`config.mk`:
```
export PLATFORM = sky130hd
export DESIGN_NAME = irq_mask_ctrl
export DESIGN_NICKNAME = d
export VERILOG_FILES = /design/src/rtl/irq_mask_pkg.sv /design/src/rtl/irq_acc_decode.sv /design/src/rtl/irq_mask_reg.sv /design/src/rtl/irq_cause_reg.sv /design/src/rtl/irq_mask_ctrl.sv
export SDC_FILE = /design/constraint.sdc
export NUM_CORES = 1
export LEC_CHECK = 0
export CAP_MARGIN = 20
export CORE_ASPECT_RATIO = 1.25
export CORE_MARGIN = 1
export CORE_UTILIZATION = 25
export CTS_CLUSTER_SIZE = 8
export DETAILED_ROUTE_END_ITERATION = 16
export PLACE_DENSITY = 0.53
export SLEW_MARGIN = 20
export SYNTH_ARGS = -nofsm -noshare
export SYNTH_HDL_FRONTEND = slang
export SYNTH_SLANG_ARGS = --single-unit
```
`constraint.sdc`:
```
create_clock -name clk -period 1.8 [get_ports clk]
set_input_delay 0.27 -clock clk [delete_from_list [all_inputs] [get_ports clk]]
set_output_delay 0.27 -clock clk [all_outputs]
set_load 0.1 [all_outputs]
```
`src/rtl/irq_mask_pkg.sv`:
```
package irq_mask_pkg;
    localparam int DATA_W = 32;
    localparam int RXQ_N  = 4;
    localparam int TXQ_N  = 4;
    localparam int TX_LSB = 8;
    localparam int TMR_BIT = 30;
    localparam int OTH_BIT = 31;

    localparam logic [DATA_W-1:0] RX_BITS  = DATA_W'((64'd1 << RXQ_N) - 64'd1);
    localparam logic [DATA_W-1:0] TX_BITS  = DATA_W'(((64'd1 << TXQ_N) - 64'd1) << TX_LSB);
    localparam logic [DATA_W-1:0] TMR_ONE  = DATA_W'(64'd1 << TMR_BIT);
    localparam logic [DATA_W-1:0] OTH_ONE  = DATA_W'(64'd1 << OTH_BIT);

    localparam logic [DATA_W-1:0] MASK_VALID = RX_BITS | TX_BITS | TMR_ONE | OTH_ONE;
    localparam logic [DATA_W-1:0] CSET_VALID = RX_BITS | TX_BITS | TMR_ONE;
    localparam logic [DATA_W-1:0] EVT_VALID  = MASK_VALID;
    localparam logic [DATA_W-1:0] MASK_RESET = OTH_ONE;

    typedef enum logic [2:0] {
        ACC_NONE,
        ACC_MASK_SET_WR,
        ACC_MASK_CLR_WR,
        ACC_CAUSE_SET_WR,
        ACC_MASK_RD,
        ACC_CAUSE_RD,
        ACC_OTHER_RD
    } acc_e;
endpackage

```
`src/rtl/irq_acc_decode.sv`:
```
module irq_acc_decode
    import irq_mask_pkg::*;
#(
    parameter int ADDR_W = 16,
    parameter logic [ADDR_W-1:0] OFS_CAUSE    = 16'h1510,
    parameter logic [ADDR_W-1:0] OFS_CAUSE_SET = 16'h1514,
    parameter logic [ADDR_W-1:0] OFS_MASK_SET = 16'h1524,
    parameter logic [ADDR_W-1:0] OFS_MASK_CLR = 16'h1528
) (
    input  logic              wr,
    input  logic              rd,
    input  logic [ADDR_W-1:0] addr,
    output acc_e              acc
);
    // write takes precedence over a read in the same cycle
    always_comb begin
        acc = ACC_NONE;
        if (wr) begin
            if (addr == OFS_MASK_SET)       acc = ACC_MASK_SET_WR;
            else if (addr == OFS_MASK_CLR)  acc = ACC_MASK_CLR_WR;
            else if (addr == OFS_CAUSE_SET) acc = ACC_CAUSE_SET_WR;
        end else if (rd) begin
            if (addr == OFS_MASK_SET)       acc = ACC_MASK_RD;
            else if (addr == OFS_CAUSE)     acc = ACC_CAUSE_RD;
            else                            acc = ACC_OTHER_RD;
        end
    end
endmodule

```
`src/rtl/irq_mask_reg.sv`:
```
module irq_mask_reg
    import irq_mask_pkg::*;
(
    input  logic              clk,
    input  logic              rst_n,
    input  logic              set_en,
    input  logic              clr_en,
    input  logic [DATA_W-1:0] wdata,
    output logic [DATA_W-1:0] mask_q
);
    logic [DATA_W-1:0] mask_d;

    always_comb begin
        mask_d = mask_q;
        if (set_en) mask_d = mask_q | (wdata & MASK_VALID);
        if (clr_en) mask_d = mask_d & ~wdata;
    end

    always_ff @(posedge clk or negedge rst_n) begin
        if (!rst_n) mask_q <= MASK_RESET;
        else        mask_q <= mask_d;
    end

    p_set_bits_r2: assert property (@(posedge clk) disable iff (!rst_n)
        set_en && !clr_en |=> ((mask_q & $past(wdata & MASK_VALID)) == $past(wdata & MASK_VALID)));
    p_zero_keeps_r2: assert property (@(posedge clk) disable iff (!rst_n)
        set_en && !clr_en |=> (($past(mask_q) & ~mask_q) == '0));
    p_idle_stable_r2: assert property (@(posedge clk) disable iff (!rst_n)
        !set_en && !clr_en |=> $stable(mask_q));
    p_clear_bits_r3: assert property (@(posedge clk) disable iff (!rst_n)
        clr_en |=> ((mask_q & $past(wdata)) == '0));
    p_reserved_zero_r5: assert property (@(posedge clk) disable iff (!rst_n)
        (mask_q & ~MASK_VALID) == '0);
endmodule

```
`src/rtl/irq_cause_reg.sv`:
```
module irq_cause_reg
    import irq_mask_pkg::*;
(
    input  logic              clk,
    input  logic              rst_n,
    input  logic              rd_clr,
    input  logic              set_en,
    input  logic [DATA_W-1:0] wdata,
    input  logic [DATA_W-1:0] evt,
    output logic [DATA_W-1:0] cause_q
);
    logic [DATA_W-1:0] cause_d;

    // clear first, then OR in sets so that an event beats a clear
    always_comb begin
        cause_d = rd_clr ? '0 : cause_q;
        if (set_en) cause_d = cause_d | (wdata & CSET_VALID);
        cause_d = cause_d | (evt & EVT_VALID);
    end

    always_ff @(posedge clk or negedge rst_n) begin
        if (!rst_n) cause_q <= '0;
        else        cause_q <= cause_d;
    end

    p_evt_sets_r7: assert property (@(posedge clk) disable iff (!rst_n)
        |(evt & EVT_VALID) |=> ((cause_q & $past(evt & EVT_VALID)) == $past(evt & EVT_VALID)));
    p_cset_sets_r6: assert property (@(posedge clk) disable iff (!rst_n)
        set_en |=> ((cause_q & $past(wdata & CSET_VALID)) == $past(wdata & CSET_VALID)));
    p_read_clears_r8: assert property (@(posedge clk) disable iff (!rst_n)
        rd_clr && !set_en && (evt == '0) |=> (cause_q == '0));
    p_cause_rsvd_r5: assert property (@(posedge clk) disable iff (!rst_n)
        (cause_q & ~EVT_VALID) == '0);
endmodule

```
`src/rtl/irq_mask_ctrl.sv`:
```
module irq_mask_ctrl
    import irq_mask_pkg::*;
#(
    parameter int ADDR_W = 16
) (
    input  logic              clk,
    input  logic              rst_n,
    input  logic              bus_wr_i,
    input  logic              bus_rd_i,
    input  logic [ADDR_W-1:0] bus_addr_i,
    input  logic [31:0]       bus_wdata_i,
    output logic [31:0]       bus_rdata_o,
    input  logic [31:0]       evt_i,
    output logic              irq_o
);
    acc_e              acc;
    logic [DATA_W-1:0] mask_q;
    logic [DATA_W-1:0] cause_q;
    logic [DATA_W-1:0] rd_mux;

    irq_acc_decode #(.ADDR_W(ADDR_W)) u_dec (
        .wr   (bus_wr_i),
        .rd   (bus_rd_i),
        .addr (bus_addr_i),
        .acc  (acc)
    );

    irq_mask_reg u_mask (
        .clk    (clk),
        .rst_n  (rst_n),
        .set_en (acc == ACC_MASK_SET_WR),
        .clr_en (acc == ACC_MASK_CLR_WR),
        .wdata  (bus_wdata_i),
        .mask_q (mask_q)
    );

    irq_cause_reg u_cause (
        .clk     (clk),
        .rst_n   (rst_n),
        .rd_clr  (acc == ACC_CAUSE_RD),
        .set_en  (acc == ACC_CAUSE_SET_WR),
        .wdata   (bus_wdata_i),
        .evt     (evt_i),
        .cause_q (cause_q)
    );

    always_comb begin
        rd_mux = '0;
        unique case (acc)
            ACC_MASK_RD:  rd_mux = mask_q;
            ACC_CAUSE_RD: rd_mux = cause_q;
            default:      rd_mux = '0;
        endcase
    end

    always_ff @(posedge clk or negedge rst_n) begin
        if (!rst_n) begin
            bus_rdata_o <= '0;
            irq_o       <= 1'b0;
        end else begin
            if (acc inside {ACC_MASK_RD, ACC_CAUSE_RD, ACC_OTHER_RD})
                bus_rdata_o <= rd_mux;
            irq_o <= |(cause_q & mask_q);
        end
    end

    p_irq_latency_r9: assert property (@(posedge clk) disable iff (!rst_n)
        irq_o == $past(|(cause_q & mask_q)));
    p_rdata_hold_r10: assert property (@(posedge clk) disable iff (!rst_n)
        !bus_rd_i |=> $stable(bus_rdata_o));
    p_mask_read_r4: assert property (@(posedge clk) disable iff (!rst_n)
        bus_rd_i && !bus_wr_i && (bus_addr_i == 16'h1524) |=> (bus_rdata_o == $past(mask_q)));
endmodule

```
==> metrics.md <==
| Metric | Value |
|---|---|
| Status | completed |
| IO buf count | 94 |
| Layout cell share with drive strength beyond 1 | 24.8% |
| Via count | 2,288 |
| Portion of the clock cycle consumed by the worst path in the final layout | 97.1% |
| Placeable core area | 11,200 sq um |
| Setup violators final | 0 |
| Unrepaired setup endpoints after global routing | no |
| Worst r2r dst | irq_o |
| Routability Congestion | 0.715 |
| Overall die area | 12,100 sq um |
| Biggest cell delay along the critical path | 0.60 ns |
| Number of endpoints with negative hold slack in the final report | 0 |
| Worst min path class | input pin to async pin |
| Timing-limited maximum frequency | 0.572 GHz |
| Net total in the final layout | 419 |
| Drt wl/cell | 17.0 um |
| Yosys cell types | 29 |
| Clock sink count | 75 |
| P&R area growth vs syn | 54.2% |
| Total CTS buffers | 9 |
| Final worst path period need | 1.75 ns |
| Net switching share of the total power | 20.0% |
| Sequential fraction of the synthesis area | 64.3% |
| Reg2Reg Depth | 3 |
| Uppermost signal routing layer after detailed routing | met4 |
| Maximum root-to-sink buffer count | 2 |
| Residual antenna-violating net count after detailed routing | 0 |
| Synthesized Nets | 302 |
| Wire length of the first global-routing pass | 12,700 um |
| Crit path max-delay cell type | sky130_fd_sc_hd__or4_4 |
| Metal2 WL | 4000 um |
| Total I/O pin count | 117 |
| Setup crit end kind | register |
| Worst VDD drop | 0.480 mV |
| End of the critical path | u_cause.cause_q[30] |
| Effective utilization at floorplan | 26.0% |
| CTS H-tree lvls | 3 |
| Worst path cell trace | clkdlybuf4s15_2 > or4b_4 > or4_4 > a221o_1 |
| Max Cap Viol | 0 |
| CTS clk-pin slew, worst paths | 0.06 ns |
| Post-synthesis cell area | 2920 sq um |
| Number of stages on the worst setup path | 4 |
| Post-Synthesis Cells | 218 |
| Critical path launch point type | input pin |
| Leak | 2.06 nW |
| Met3 layer wire length in the routed design | 364 um |
| Global routing usage summed across all routing layers | 14.1% |
| DRC Markers | 0 |
| Antenna diode count | 0 |
| Internal power component | 0.00302 W |
| Detailed-placement wirelength estimate | 5260 um |
| Main synth FF type | sky130_fd_sc_hd__dfrtp_1 |
| Site row count | 43 |
| Clock tree from TritonCTS | built |
| Launch point of the worst reg-to-reg path | u_cause.cause_q[1] |
| Cell total after placement | 456 |
| Number of detailed-routing iterations run before antenna repair | 5 |
| Initial drt markers | 143 |
| Data required, critical path | 2.01 ns |
| Ratio of routed vias to standard cells | 4.83 |
| Filler-free cell count of the finished design | 474 |
| Initial antenna violation count | 0 |
| Number of global-route vias before repair | 2,388 |
| Die X | 98.7 um |
| Total wirelength of the detailed-routed design | 8060 um |
| Crit path arrival time | 1.96 ns |
| Max-slew violation count | 0 |
| Critical path startpoint | bus_addr_i[5] |
| Mean instance size in the synthesized netlist | 13.4 sq um |
| Max FO, Critical Path | 5 |
| Sw Pwr | 0.000758 W |
| Proportion of power drawn by combinational gates | 6.1% |
| Number of storage elements in the synthesis netlist | 75 |
| Buf/Inv on CP | 1 |
| Actual slew at the worst max-slew pin | 0.354 ns |
| Total routed wire length on the met1 layer | 3610 um |
| Slack of the worst reg-to-reg path | 0.60 ns |
| Total congestion overflow after global routing | 0 |
| Family with the most delay on the worst path | simple AND/OR/NAND/NOR gates |
| Cell area power density | 840 nW/um^2 |
| Clock group share of total power | 49.3% |
| Largest net degree at the start of global routing | 42 |
| Vertical die dimension | 123 um |
| Relative slew slack | 76.1% |
| Worst clock skew | 0.00569 ns |
| Fraction of registers with async set or reset after synthesis | 100% |
| Root buf cell | sky130_fd_sc_hd__clkbuf_16 |
| Flop pwr share | 44.6% |
| Final sum of negative setup slack | 0 ns |
| Number of warning messages in the yosys log | 0 |
| Number of enable flip-flop cells after synthesis | 0 |
| Crit path kind | input pin to register |
| Clock latency on the worst-skew pair | 0.32 ns |
## power by group through the flow
stage | Combinational [W] | Clock (W) | Sequential (W)
floorplan | 0.0000248 | 0 | 0.00172
global placement | 0.000233 | 0 | 0.00172
detailed placement | 0.000233 | 0 | 0.00172
CTS | 0.000234 | 0.00191 | 0.00169
global route | 0.000249 | 0.00200 | 0.00169
finish | 0.000229 | 0.00187 | 0.00169
## kinds of logic (layout without fill, tap and decap cells)
group | Yosys count | count (layout) | share of synthesized area [%]
simple gates | 30 | 31 | 7.29
buf+inv | 23 | 143 | 3.21
compound gates | 90 | 90 | 25.2
flops | 75 | 75 | 64.3
## layout make-up
class	instances	area (sq um)
tap	135	169
clock buffer	10	229
inverter	11	41.3
clock inverter	5	78.8
multi-input combinational	121	977
sequential	75	1880
timing repair buffer	117	1130
fill	1089	6740
## placed cells by master, fill, tap and decap left out, types with 2 or more instances in the layout
cell type / n
sky130_fd_sc_hd__bufinv_16: 2
sky130_fd_sc_hd__dlymetal6s2s_1: 3
sky130_fd_sc_hd__a21boi_0: 22
sky130_fd_sc_hd__clkinv_2: 2
sky130_fd_sc_hd__or4_4: 2
sky130_fd_sc_hd__inv_1: 11
sky130_fd_sc_hd__nor4b_1: 2
sky130_fd_sc_hd__nand2_1: 2
sky130_fd_sc_hd__a22o_1: 23
sky130_fd_sc_hd__o21ai_0: 10
sky130_fd_sc_hd__clkdlybuf4s50_1: 45
sky130_fd_sc_hd__a22oi_1: 3
sky130_fd_sc_hd__dfrtp_1: 74
sky130_fd_sc_hd__a221o_1: 19
sky130_fd_sc_hd__buf_4: 48
sky130_fd_sc_hd__dlygate4sd2_1: 9
sky130_fd_sc_hd__clkbuf_16: 9
sky130_fd_sc_hd__nand4_1: 3
sky130_fd_sc_hd__o31ai_1: 10
sky130_fd_sc_hd__clkdlybuf4s15_1: 2
sky130_fd_sc_hd__and2_1: 10
sky130_fd_sc_hd__buf_12: 8
## synthesized netlist by cell type, types with 2 or more instances
cell type,instances,area share [%]
sky130_fd_sc_hd__dfrtp_1,74,63
sky130_fd_sc_hd__a22o_1,23,6.9
sky130_fd_sc_hd__a21boi_0,22,5.7
sky130_fd_sc_hd__a221o_1,19,6.5
sky130_fd_sc_hd__clkbuf_1,11,1.4
sky130_fd_sc_hd__inv_1,11,1.4
sky130_fd_sc_hd__and2_1,10,2.1
sky130_fd_sc_hd__o21ai_0,10,1.7
sky130_fd_sc_hd__o31ai_1,10,2.6
sky130_fd_sc_hd__a22oi_1,3,0.77
sky130_fd_sc_hd__nand2_1,3,0.39
sky130_fd_sc_hd__nand4_1,3,0.64
sky130_fd_sc_hd__nor2_1,2,0.26
sky130_fd_sc_hd__nor4b_1,2,0.60
## worst min path at each step
stage	start	end	cells past startpoint
floorplan	rst_n	async pin	0
global placement	rst_n	bus_rdata_o[25]	1
detailed placement	rst_n	bus_rdata_o[25]	1
CTS	rst_n	bus_rdata_o[25]	2
global route	rst_n	bus_rdata_o[25]	2
finish	rst_n	u_mask.mask_q[26]	2
## per-layer routing
layer	GRT usage, %	vias up
met4	4.20	0
met2	24.0	78
met5	0	-
li1	-	1074
met1	17.7	1130
met3	3.64	6
## per-stage QoR
step	total power, W	hold WS [ns]	worst slack [ns]	area (sq um)	utilization, %
finish	0.00378	0.366	0.0519	4500	40.0
global route	0.00393	0.371	0.0215	4500	40.0
CTS	0.00383	0.357	0.00189	4490	40.0
detailed placement	0.00195	0.166	-0.561	4150	36.9
global placement	0.00195	0.162	-0.550	4150	36.9
floorplan	0.00174	-0.0256	-0.115	2920	-
## repair_timing
action / in CTS / in global routing
hold endpoints to repair: 17 / 0
gates resized for setup: 20 / 3
hold buffers: 1 / 0
pin swaps: 8 / 3
cloned: 1 / 0
setup endpoints to repair: 20 / 4
buffers inserted: 1 / 0
Power figures use the tool's default switching activity.
